## config.mk

```make
export PLATFORM = sky130hd
export DESIGN_NAME = pll_lock_sequencer
export DESIGN_NICKNAME = d
export VERILOG_FILES = /design/src/rtl/pll_seq_pkg.sv /design/src/rtl/pll_seq_timer.sv /design/src/rtl/pll_seq_attempts.sv /design/src/rtl/pll_seq_flags.sv /design/src/rtl/pll_lock_sequencer.sv
export SDC_FILE = /design/constraint.sdc
export NUM_CORES = 1
export LEC_CHECK = 0
export ABC_AREA = 1
export BUFFER_PORTS_ARGS = -buffer_cell sky130_fd_sc_hd__buf_4
export CORE_MARGIN = 8
export CORE_UTILIZATION = 50
export CTS_CLUSTER_DIAMETER = 50
export DETAILED_ROUTE_END_ITERATION = 16
export GPL_TIMING_DRIVEN = 0
export HOLD_SLACK_MARGIN = 0.1
export PLACE_DENSITY = 0.72
export SYNTH_ARGS = -nofsm -noshare
export SYNTH_HDL_FRONTEND = slang
export SYNTH_HIERARCHICAL = 1
export SYNTH_SLANG_ARGS = --single-unit
export TNS_END_PERCENT = 5
```

## constraint.sdc

```tcl
create_clock -name clk -period 1.5 [get_ports clk]
set_input_delay 0.225 -clock clk [delete_from_list [all_inputs] [get_ports clk]]
set_output_delay 0.225 -clock clk [all_outputs]
set_load 0.01 [all_outputs]
```

## src/rtl/pll_seq_pkg.sv

```systemverilog
package pll_seq_pkg;
  typedef enum logic [2:0] {
    ST_IDLE,
    ST_OFF,
    ST_WAIT,
    ST_ARM,
    ST_SWITCH,
    ST_RUN
  } seq_state_t;
endpackage

```

## src/rtl/pll_seq_timer.sv

```systemverilog
module pll_seq_timer #(
  parameter int LIMIT = 4096
) (
  input  logic clk,
  input  logic clr,
  input  logic run,
  output logic expired
);
  localparam int W = $clog2(LIMIT + 1);

  logic [W-1:0] cnt;

  always_ff @(posedge clk) begin
    if (clr || !run) begin
      cnt <= '0;
    end else if (!expired) begin
      cnt <= cnt + W'(1);
    end
  end

  assign expired = run && (cnt == W'(LIMIT - 1));
endmodule

```

## src/rtl/pll_seq_attempts.sv

```systemverilog
module pll_seq_attempts #(
  parameter int MAX = 5
) (
  input  logic clk,
  input  logic rst,
  input  logic load,
  input  logic load_full,
  input  logic hit,
  output logic last
);
  localparam int W = $clog2(MAX + 1);

  logic [W-1:0] cnt;
  logic [W-1:0] target;

  always_ff @(posedge clk) begin
    if (rst) begin
      cnt    <= '0;
      target <= W'(MAX);
    end else if (load) begin
      cnt    <= '0;
      target <= load_full ? W'(MAX) : W'(1);
    end else if (hit) begin
      cnt <= cnt + W'(1);
    end
  end

  assign last = (cnt == target - W'(1));
endmodule

```

## src/rtl/pll_seq_flags.sv

```systemverilog
module pll_seq_flags (
  input  logic clk,
  input  logic por,
  input  logic wake,
  input  logic set_retry,
  input  logic clr_retry,
  input  logic success,
  output logic retry_flag,
  output logic full_needed
);
  always_ff @(posedge clk) begin
    if (por) begin
      retry_flag  <= 1'b0;
      full_needed <= 1'b1;
    end else begin
      if (set_retry) begin
        retry_flag <= 1'b1;
      end else if (clr_retry) begin
        retry_flag <= 1'b0;
      end
      if (wake) begin
        full_needed <= 1'b1;
      end else if (success) begin
        full_needed <= 1'b0;
      end
    end
  end
endmodule

```

## src/rtl/pll_lock_sequencer.sv

```systemverilog
module pll_lock_sequencer
  import pll_seq_pkg::*;
#(
  parameter int NUM_SEQ      = 5,
  parameter int LOCK_TIMEOUT = 4096
) (
  input  logic clk,
  input  logic rst,
  input  logic por,
  input  logic start,
  input  logic wake,
  input  logic lock,
  input  logic slip,
  input  logic retry_flag_clr,
  output logic pll_en,
  output logic clk_sel,
  output logic wd_en,
  output logic retry_flag,
  output logic done
);
  seq_state_t state, state_n;
  logic rst_all;
  logic accept;
  logic lock_hit;
  logic slip_hit;
  logic success;
  logic last;
  logic expired;
  logic full_needed;

  assign rst_all  = rst || por;
  assign accept   = start && ((state == ST_IDLE) || (state == ST_RUN));
  assign lock_hit = (state == ST_WAIT) && lock;
  assign slip_hit = (state == ST_SWITCH) && slip;
  assign success  = (state == ST_SWITCH) && !slip;

  pll_seq_timer #(.LIMIT(LOCK_TIMEOUT)) i_timer (
    .clk     (clk),
    .clr     (rst_all),
    .run     (state == ST_WAIT),
    .expired (expired)
  );

  pll_seq_attempts #(.MAX(NUM_SEQ)) i_attempts (
    .clk       (clk),
    .rst       (rst_all),
    .load      (accept || slip_hit),
    .load_full (accept && full_needed),
    .hit       (lock_hit),
    .last      (last)
  );

  pll_seq_flags i_flags (
    .clk         (clk),
    .por         (por),
    .wake        (wake),
    .set_retry   (accept),
    .clr_retry   (retry_flag_clr),
    .success     (success),
    .retry_flag  (retry_flag),
    .full_needed (full_needed)
  );

  always_comb begin
    state_n = state;
    unique case (state)
      ST_IDLE:   if (accept) state_n = ST_OFF;
      ST_OFF:    state_n = ST_WAIT;
      ST_WAIT: begin
        if (lock)         state_n = last ? ST_ARM : ST_OFF;
        else if (expired) state_n = ST_OFF;
      end
      ST_ARM:    state_n = ST_SWITCH;
      ST_SWITCH: state_n = slip ? ST_OFF : ST_RUN;
      ST_RUN:    if (accept) state_n = ST_OFF;
      default:   state_n = ST_IDLE;
    endcase
  end

  always_ff @(posedge clk) begin
    if (rst_all) begin
      state   <= ST_IDLE;
      pll_en  <= 1'b0;
      clk_sel <= 1'b0;
      wd_en   <= 1'b0;
      done    <= 1'b0;
    end else begin
      state   <= state_n;
      pll_en  <= (state_n == ST_WAIT) || (state_n == ST_ARM) ||
                 (state_n == ST_SWITCH) || (state_n == ST_RUN);
      clk_sel <= (state_n == ST_SWITCH) || (state_n == ST_RUN);
      done    <= (state_n == ST_RUN);
      if (accept) begin
        wd_en <= 1'b0;
      end else if (state_n == ST_ARM) begin
        wd_en <= 1'b1;
      end
    end
  end
endmodule

```

Word level (Yosys, flattened, before mapping)
Cells that the tools add are included.

storage, ports and cells
  word-level logic and storage cells = 55
  flip-flop bits (word level) = 28
  output and inout bits = 5
  input bits = 8

cells by class
  $add $sub $neg = 3
  multiplexer cells = 9
  reduce and logical (&&, ||, !) cells = 22
  equal/unequal tests = 11

operators by type and width
  operator                                                                 number
  3-bit 2-to-1 mux                                                         5
  3-bit case mux with 5 select lines                                       1
  13-bit by 1-bit adder with 13-bit output, second input constant          1
  13-bit by 12-bit equality test with 1-bit output, second input constant  1
  3-bit by 2-bit equality test with 1-bit output, second input constant    4
  3-bit equality test, second input constant                               4
  1-bit logical OR                                                         8
  2-bit OR reduction                                                       4
  1-bit logical AND                                                        6
  3-bit by 1-bit adder with 3-bit output, second input constant            1
  3-bit by 1-bit equality test with 1-bit output, second input constant    1
  3-bit equality test                                                      1
  3-bit logical NOT                                                        1
  3-bit by 1-bit subtractor with 3-bit output, second input constant       1
  1-bit logical NOT                                                        2
  1-bit 2-to-1 mux                                                         2
  2-bit 2-to-1 mux                                                         1
  2-bit nonzero test                                                       1

Longest topological paths before layout
Gate-level depths: netlist of run 1.

  depth after elaboration = 9
  mapped depth = 14
  depth with buffers taken out = 14

Cells and area by module
Netlist of run 1, hierarchy kept.

modules (own cells, without submodules)
  module              instances  sequential area each (um^2)  area each (um^2)  cells an instance
  pll_seq_timer       1          260.2                        753.2             103
  pll_lock_sequencer  1          140.1                        387.9             56
  pll_seq_attempts    1          80.1                         209.0             30
  pll_seq_flags       1          40.0                         72.6              9

Least setup slack after synthesis of run 1
OpenSTA, ideal clock, no wires.

  path kind = register to register
  start point = reg state[0]
  end point = reg pll_en
  setup time = 0.123 ns
  stages on the path, launching flop included = 15
  period minus slack after synthesis = 1.635 ns
  arrival time = 1.512 ns
  data required time = 1.377 ns
  path slack = -0.135 ns
  buffers on the path = 0
  cell sequence = dfxtp_1 -> inv_2 -> nand2_2 -> nor2_2 -> inv_2 -> nor2_1 -> inv_1 -> nor2_4 -> inv_1 -> nand3_1 -> nand2_1 -> nand2_1 -> nand2_2 -> nor2_1 -> nor2_1

between the ends
  cells in the longest elaborated chain, start to end = 9
  elaborated cells between the ends (all ways) = 21
  those cells by class = 9 x eq/ne; 4 x mux; 8 x reduce/logical

RTL lines
  element                                           line                      text
  start: declaration                                pll_lock_sequencer.sv:21  seq_state_t state, state_n;
  start signal: assignment                          pll_lock_sequencer.sv:88  state <= state_n;
  3-bit by 2-bit equality test with 1-bit output *  pll_lock_sequencer.sv:40  .run (state == ST_WAIT),
  1-bit logical AND *                               pll_seq_timer.sv:21       assign expired = run && (cnt == W'(LIMIT - 1));
  named net expired                                 pll_lock_sequencer.sv:28  logic expired;
  3-bit 2-to-1 mux *                                pll_lock_sequencer.sv:71  else if (expired) state_n = ST_OFF;
  3-bit 2-to-1 mux *                                pll_lock_sequencer.sv:70  if (lock) state_n = last ? ST_ARM : ST_OFF;
  3-bit case mux with 5 select lines *              pll_lock_sequencer.sv:66  unique case (state)
  3-bit by 2-bit equality test with 1-bit output    pll_lock_sequencer.sv:89  pll_en <= (state_n == ST_WAIT) || (state_n == ST_ARM) ||
  1-bit logical OR (2 in series)                    pll_lock_sequencer.sv:89
  1-bit logical OR *                                pll_lock_sequencer.sv:90  (state_n == ST_SWITCH) || (state_n == ST_RUN);
  end signal: assignment                            pll_lock_sequencer.sv:89
  end: declaration                                  pll_lock_sequencer.sv:15  output logic pll_en,

The timed path passes the listed nets; every way through them passes the cells marked *.
A chain may end at the register's enable or synchronous reset.

Worst setup path in the final report of run 1
Ends and elaborated chain as after synthesis.

==> results.sh, run 1 <==
export IMPL_synth_avg_cell_area_um2=7.18
export IMPL_end_kind="register"
export IMPL_clk_pin_slew_ns=0.14
export IMPL_overflow=0
export IMPL_fillers=243
export IMPL_final_cell_mix="46 x nand2_1, 25 x nor2_1, 24 x inv_1"
export IMPL_drt_pass1_iterations=4
export IMPL_via_per_inst=4.93
export IMPL_start_util_pct=52.0
export IMPL_synth_top_area_cell="dfxtp_1"
export IMPL_holdWs_ns=0.125
export IMPL_setup_tns_ns=0
export IMPL_areaGrowthSynthToFinish_pct=21.6
export IMPL_grt_pass1_wl_um=5310
export IMPL_dp_hpwl_um=2190
export IMPL_netlist_area_leader_share_pct=36.6
export IMPL_syn_instance_count=198
export IMPL_fin_crit_sh_pct=99.3
export IMPL_tightestPinTransition_ns=0.598
export IMPL_die_area_um2=4810
export IMPL_syn_area_um2=1420
export IMPL_drc=0
export IMPL_antenna_found_initial=0
export IMPL_post_layout_nonfiller_instances=254
export IMPL_hold_viol=0
export IMPL_core_area_um2=2730
export IMPL_placed_cells_incl_taps=241
export IMPL_post_route_util_pct=63.3
export IMPL_hold_path_class="input port to register"
export IMPL_p_sw_mw=0.275
export IMPL_critPathMaxFanout=2
export IMPL_leakagePower_nw=0.754
export IMPL_crit_type="register to register"
export IMPL_ys_seq_area_share_pct=36.6
export IMPL_vias=1253
export IMPL_cts_tree="done"
export IMPL_synthTopCellsByArea="dfxtp_1 37%, nand2_1 12%, nor2_1 6.9%"
export IMPL_required_ns=1.73
export IMPL_nets=235
export IMPL_drtIter0Drc=57
export IMPL_crit_arrival_ns=1.72
export IMPL_yosysUniqueCellTypes=26
export IMPL_rsz0062_at_grt="true"
export IMPL_gp_congestion=0.752
export IMPL_grt_max_degree=16
export IMPL_rows=19
export IMPL_clock_fmax_ghz=0.671
export IMPL_wl_um=2950
export IMPL_syn_nets=209
export IMPL_grt_use_total_pct=12.7
export IMPL_status="finished, final reports clean"
export IMPL_critPathLaunchType="register"
export IMPL_wl_per_cell_um=11.6
export IMPL_power_density_nw_per_um2=739
export IMPL_cts_num_sinks=26
export IMPL_ant_nets=0
export IMPL_power_frac_comb_pct=7.2
export IMPL_clock_skew_ns=0.00434
export IMPL_chipHeight_um=69.3
export IMPL_slew_viol_final=0
export IMPL_min_period_ns=1.49
export IMPL_port_buffers=12
export IMPL_setup_viol=0
export IMPL_cap_violations=0
export IMPL_mostFrequentLayoutCell="nand2_1"
export IMPL_clk_latency_ns=0.33
export IMPL_numCtsBuffers=3
export IMPL_pwr_share_clk_pct=38.4
export IMPL_slew_headroom_pct=59.8
export IMPL_ir_worst_vdd_mv=0.559
export IMPL_netSwitchingFraction_pct=21.5
export IMPL_clockBufferDepth=2
export IMPL_die_w_um=69.3
export IMPL_htree_levels=1
export IMPL_seqPwrFrac_pct=54.4
export IMPL_internal_power_mw=1.00
export IMPL_clock_tree_root_cell="clkbuf_4"
export IMPL_ys_ff_latch=26
export IMPL_ios=13
export IMPL_place_ws_ns=-0.192
export IMPL_yosys_warnings=6
export IMPL_worst_slack_ns=0.0101
export IMPL_drive_above_1_share_pct=29.1
export IMPL_grt_pass1_vias=1262
export IMPL_antenna_cells=0
## Yosys cell counts
cell type,n
clkinv_1,3
xnor2_1,3
nand2_2,5
a21oi_2,2
nand3_2,3
ha_1,3
o21ai_1,1
inv_2,4
nor3_2,1
xor2_1,2
nand2_1,47
or2_0,1
dfxtp_1,26
nand3_4,1
nor2_2,8
or2_1,1
nand4_4,1
nor3_1,1
a21oi_1,13
nand3b_4,1
inv_1,25
nor2_1,26
nand3_1,10
nor2_4,5
nand4_1,2
nand3b_1,3
## registers in the layout, summed over array words and instances (netlist names)
register,flops
i_attempts/target,1
pll_en,1
clk_sel,1
i_attempts/cnt,3
i_flags/full_needed,1
i_timer/cnt,13
i_flags/retry_flag,1
state,3
done,1
wd_en,1
## per-stage QoR
| step | instance area (µm²) | power, mW |
|---|---|---|
| 6_report | 1730 | 1.28 |
| 5_1_grt | 1730 | 1.34 |
| 4_1_cts | 1730 | 1.29 |
| 3_5_place_dp | 1580 | 0.798 |
| 3_3_place_gp | 1580 | 0.796 |
| 2_1_floorplan | 1450 | 0.767 |
## power groups by stage
stage	registers, mW	clock network (mW)	logic [mW]
final	0.696	0.491	0.0923
after global placement	0.718	0	0.0776
after floorplan	0.719	0	0.0479
after global routing	0.697	0.537	0.102
after detailed placement	0.718	0	0.0796
after CTS	0.696	0.502	0.0914
## critical path: stages (launching register included)
cell     delay (ns)
dfxtp_4        0.38
inv_2          0.06
nand2_2        0.06
nor2_4         0.12
inv_2          0.06
nor2_4         0.12
inv_2          0.06
nor2_4         0.11
inv_1          0.06
nand3_1        0.06
nand2_1        0.06
nand2_2        0.07
nand2_2        0.06
nor2_1         0.08
nor2_1         0.05
## cell type report
type                    count  area (µm²)  share of cell area (%)
clock buffers               3        22.5                    1.30
clock inverters             1        30.0                    1.74
inverters                  32         120                    6.94
multi-input cells         140         815                    47.1
flip-flops and latches     26         539                    31.2
well taps                  31        38.8                    2.24
repair buffers             21         165                    9.54
## path summary, 6_finish.rpt
path | startpoint | to | slack (ns) | cells after the start
min reg2reg | i_flags/full_needed | i_flags/full_needed | 0.47 | 2
max reg2reg | state[0] | pll_en | 0.01 | 14
min | retry_flag_clr | i_flags/retry_flag | 0.12 | 4
max | state[0] | pll_en | 0.01 | 14
## per-layer routing
layer | global-route usage, % | vias up | routed length, µm
met5 | 0 | - | 0
met4 | 4.10 | 0 | 23
met3 | 2.29 | 2 | 111
met2 | 22.2 | 21 | 1500
met1 | 15.0 | 567 | 1320
li1 | - | 663 | -
## kinds of logic after synthesis
family	synth area share, %
adder cells (fa/ha/maj)	2.64
AND/OR/NAND/NOR	43.1
AO/OA/AOI/OAI	6.16
buffers and inverters	8.44
flip-flops	36.6
XOR/XNOR	3.08
## what timing repair did
action	4_1_cts	5_1_grt
gates cloned	0	0
gates resized for setup	10	3
hold buffers	3	0
pin swaps	4	2
buffers inserted	6	0
setup endpoints to repair	14	18
hold endpoints to repair	2	0
Power figures use the tool's default switching activity.
==> run 2: changes to the inputs <==
Settings changed: RECOVER_POWER set to 50.
==> results.sh, run 2 (synthesis gave the netlist of run 1 again) <==
export IMPL_via_per_inst=4.96
export IMPL_chipHeight_um=69.3
export IMPL_wl_per_cell_um=11.7
export IMPL_clk_latency_ns=0.33
export IMPL_largest_register_ffs=13
export IMPL_ant_nets=0
export IMPL_tightestPinTransition_ns=0.598
export IMPL_slowest_delay_ns=0.38
export IMPL_slew_headroom_pct=59.8
export IMPL_clk_pin_slew_ns=0.14
export IMPL_top_regs="i_timer/cnt (13), i_attempts/cnt (3), state (3)"
export IMPL_wl_um=2960
export IMPL_ir_worst_vdd_mv=0.559
export IMPL_grt_pass1_vias=1262
export IMPL_drive_above_1_share_pct=25.6
export IMPL_clock_fmax_ghz=0.672
export IMPL_clockBufferDepth=2
export IMPL_die_area_um2=4810
export IMPL_drc=0
export IMPL_areaGrowthSynthToFinish_pct=19.5
export IMPL_hold_path_class="input port to register"
export IMPL_grt_max_degree=16
export IMPL_die_w_um=69.3
export IMPL_min_period_ns=1.49
export IMPL_slew_viol_final=0
export IMPL_final_cell_mix="46 x nand2_1, 26 x nor2_1, 25 x inv_1"
export IMPL_holdWs_ns=0.125
export IMPL_htree_levels=1
export IMPL_port_buffers=12
export IMPL_rsz0062_at_grt="true"
export IMPL_dp_hpwl_um=2190
export IMPL_clock_tree_root_cell="clkbuf_4"
export IMPL_drtIter0Drc=64
export IMPL_antenna_found_initial=0
export IMPL_crit_arrival_ns=1.72
export IMPL_power_density_nw_per_um2=749
export IMPL_required_ns=1.73
export IMPL_cts_num_sinks=26
export IMPL_cap_violations=0
export IMPL_leakagePower_nw=0.728
export IMPL_numCtsBuffers=3
export IMPL_crit_type="register to register"
export IMPL_regMostFlops="i_timer/cnt"
export IMPL_overflow=0
export IMPL_worst_path_buf_inv=4
export IMPL_setup_viol=0
export IMPL_rows=19
export IMPL_critPathMaxFanout=2
export IMPL_start_util_pct=52.0
export IMPL_grt_pass1_wl_um=5310
export IMPL_core_area_um2=2730
export IMPL_cp_cell_sequence="inv_2 -> nand2_2 -> nor2_4 -> inv_2 -> nor2_4 -> inv_2 -> nor2_4 -> inv_1 -> nand3_1 -> nand2_1 -> nand2_2 -> nand2_2 -> nor2_1 -> nor2_1"
export IMPL_hold_viol=0
export IMPL_end_kind="register"
export IMPL_ios=13
export IMPL_drt_pass1_iterations=4
export IMPL_status="finished, final reports clean"
export IMPL_cpMaxStageDelayCell="dfxtp_4"
export IMPL_nets=235
export IMPL_fin_crit_sh_pct=99.2
export IMPL_grt_use_total_pct=12.7
export IMPL_clock_skew_ns=0.00450
export IMPL_setup_tns_ns=0
export IMPL_vias=1259
export IMPL_critical_path_top_delay_family="simple AND/OR/NAND/NOR gates"
export IMPL_cts_tree="done"
export IMPL_critPathLaunchType="register"
export IMPL_gp_congestion=0.752
export IMPL_mostFrequentLayoutCell="nand2_1"
export IMPL_antenna_cells=0
[run 2: worst paths after layout]
path	startpoint	end	slack, ns	cells after the start
max	state[0]	pll_en	0.01	14
min	retry_flag_clr	i_flags/retry_flag	0.13	4
max reg2reg	state[0]	pll_en	0.01	14
min reg2reg	i_flags/full_needed	i_flags/full_needed	0.47	2
[run 2: per-stage QoR]
stage | total power, mW | utilization (%) | cells | setup WS (ns) | cell area (µm²)
6_report | 1.27 | 62.2 | 254 | 0.0116 | 1700
5_1_grt | 1.33 | 62.2 | 254 | -0.113 | 1700
4_1_cts | 1.29 | 63.2 | 254 | 0.000931 | 1730
3_5_place_dp | 0.798 | 57.8 | 241 | -0.192 | 1580
3_3_place_gp | 0.796 | 57.8 | 241 | -0.140 | 1580
2_1_floorplan | 0.767 | - | 198 | -0.00733 | 1450
[run 2: final cells by class]
| class | count | area (µm²) |
|---|---|---|
| fill | 254 | 1030 |
| multi-input combinational | 140 | 807 |
| sequential | 26 | 539 |
| timing repair buffer | 21 | 143 |
| inverter | 32 | 120 |
| tap | 31 | 38.8 |
| clock inverter | 1 | 30.0 |
| clock buffer | 3 | 22.5 |
[run 2: worst min-delay path: cells and delay by family]
kind            cells  cell delay (ns)
compound gates      1             0.04
buf+inv             2             0.10
simple gates        1             0.06
[run 2: power by group]
part	internal, mW	leakage (nW)	switching, mW
clock network	0.270	0.0279	0.220
logic	0.0382	0.486	0.0495
registers	0.692	0.215	0.00424
[run 2: per-layer routing]
layer | wire, µm | track usage (%)
met2 | 1500 | 22.2
met5 | 0 | 0
met4 | 23 | 4.10
met1 | 1330 | 15.0
met3 | 107 | 2.29
[run 2: timing repair]
item                                    in CTS  in global routing
endpoints found under the hold margin        2                  0
pin swaps                                    4                  2
hold buffers                                 3                  0
setup buffers                                6                  0
endpoints found under the setup margin      14                 18
resized for setup                           10                  3
==> run 3: changes to the inputs <==
Settings changed: BUFFER_PORTS_ARGS -buffer_cell sky130_fd_sc_hd__buf_4 to -buffer_cell sky130_fd_sc_hd__buf_2.
==> results.sh, run 3 (synthesis gave the netlist of run 1 again) <==
export IMPL_placed_cells_incl_taps=241
export IMPL_cts_tree="done"
export IMPL_critPathMaxFanout=2
export IMPL_wl_um=2850
export IMPL_register_area_um2=541
export IMPL_clk_pin_slew_ns=0.15
export IMPL_top_regs="i_timer/cnt (13), i_attempts/cnt (3), state (3)"
export IMPL_ir_worst_vdd_mv=0.639
export IMPL_vias=1255
export IMPL_largest_register_ffs=13
export IMPL_htree_levels=1
export IMPL_tightestPinTransition_ns=0.605
export IMPL_min_period_ns=1.49
export IMPL_areaGrowthSynthToFinish_pct=20.5
export IMPL_via_per_inst=4.90
export IMPL_fin_crit_sh_pct=99.4
export IMPL_ios=13
export IMPL_final_cell_area_um2=1710
export IMPL_antenna_cells=0
export IMPL_mostFrequentLayoutCell="nand2_1"
export IMPL_numCtsBuffers=3
export IMPL_crit_type="register to register"
export IMPL_slew_viol_final=0
export IMPL_overflow=0
export IMPL_rows=19
export IMPL_slew_headroom_pct=59.3
export IMPL_clock_fmax_ghz=0.671
export IMPL_top_usage_layer="met2"
export IMPL_leakagePower_nw=0.738
export IMPL_cap_violations=0
export IMPL_grt_pass1_wl_um=5180
export IMPL_gp_congestion=0.756
export IMPL_wl_per_cell_um=11.1
export IMPL_clockBufferDepth=2
export IMPL_regMostFlops="i_timer/cnt"
export IMPL_power_density_nw_per_um2=738
export IMPL_ant_nets=0
export IMPL_core_area_um2=2730
export IMPL_required_ns=1.73
export IMPL_cts_num_sinks=26
export IMPL_setup_viol=0
export IMPL_port_buffers=12
export IMPL_grtUsageMet1_pct=14.3
export IMPL_fillers=246
export IMPL_drtIter0Drc=62
export IMPL_grt_max_degree=16
export IMPL_clock_skew_ns=0.0142
export IMPL_end_kind="register"
export IMPL_antenna_found_initial=0
export IMPL_die_w_um=69.3
export IMPL_critPathLaunchType="register"
export IMPL_multi_input_area_um2=820
export IMPL_clock_tree_root_cell="clkbuf_4"
export IMPL_rsz0062_at_grt="true"
export IMPL_grt_use_total_pct=12.5
export IMPL_grtUsageMet3_pct=2.72
export IMPL_final_cell_mix="44 x nand2_1, 25 x nor2_1, 23 x inv_1"
export IMPL_clk_latency_ns=0.33
export IMPL_dp_hpwl_um=2100
export IMPL_hold_path_class="input port to register"
export IMPL_chipHeight_um=69.3
export IMPL_post_layout_nonfiller_instances=256
export IMPL_hold_viol=0
export IMPL_die_area_um2=4810
export IMPL_placed_cell_area_um2=1550
export IMPL_drt_pass1_iterations=4
export IMPL_grt_use_met2_pct=21.6
export IMPL_drive_above_1_share_pct=29.8
export IMPL_drc=0
export IMPL_nets=237
export IMPL_status="finished, final reports clean"
export IMPL_start_util_pct=52.0
export IMPL_crit_arrival_ns=1.72
export IMPL_grt_pass1_vias=1278
run 3: cell count changes in the layout (fill, tap and decap cells not counted), sizes merged:
cell,change
buf,+5
clkbuf,-2
clkinv,+1
dlygate4sd3,-1
inv,-1
run 3: power by group:
part,leakage (nW),total (mW),internal (mW),switching [mW]
clock network,0.0279,0.485,0.270,0.215
registers,0.215,0.696,0.692,0.00416
logic,0.495,0.0833,0.0338,0.0495
run 3: critical path, stage by stage, from the launching register on:
cell and delay, ns:
dfxtp_4 0.38, inv_2 0.05, nand2_2 0.06, nor2_4 0.10, inv_2 0.06, nor2_4 0.14, inv_2 0.06, nor2_4 0.11
inv_2 0.04, nand3_1 0.05, nand2_1 0.06, nand2_2 0.07, nand2_2 0.06, nor2_1 0.09, nor2_1 0.05
run 3: area by class of cell:
class,count,area share [%]
timing repair buffer,23,8.25
clock buffer,3,1.31
clock inverter,1,1.75
inverter,32,7.08
multi-input combinational,140,47.8
sequential,26,31.5
tap,31,2.26
run 3: timing repair:
action                                 CTS  global route
pin swaps                                5             8
setup endpoints to repair               14            16
setup buffers                            8             1
hold buffers                             1             1
endpoints found under the hold margin    2             1
resized for setup                        8             9
run 3: final timing paths:
| path | slack [ns] | end | depth (start not counted) | from |
|---|---|---|---|---|
| worst min-delay path | 0.11 | i_flags/full_needed | 3 | por |
| worst min register to register | 0.47 | i_flags/full_needed | 2 | i_flags/full_needed |
| worst max register to register | 0.009 | pll_en | 14 | state[0] |
| worst max-delay path | 0.009 | pll_en | 14 | state[0] |
run 3: routing by layer:
metal  part of all wire [%]  wire length, µm  vias to the layer above
met5                      0                0                        -
met4                    2.0               57                        0
met3                    2.2               62                        6
met2                     49             1390                       11
met1                     47             1340                      570
li1                       -                -                      668
run 3: stage by stage:
step | worst slack, ns | utilization (%) | total power [mW] | TNS (ns) | hold slack, ns
after global placement | -0.144 | 56.7 | 0.789 | -0.900 | 0.415
after floorplan | -0.00733 | - | 0.767 | -0.00733 | 0.287
final | 0.00865 | 62.7 | 1.26 | 0 | 0.106
after CTS | -0.0165 | 61.8 | 1.28 | -0.0165 | 0.0436
after global routing | -0.0773 | 62.7 | 1.32 | -0.165 | 0.106
after detailed placement | -0.192 | 56.7 | 0.791 | -1.20 | 0.421
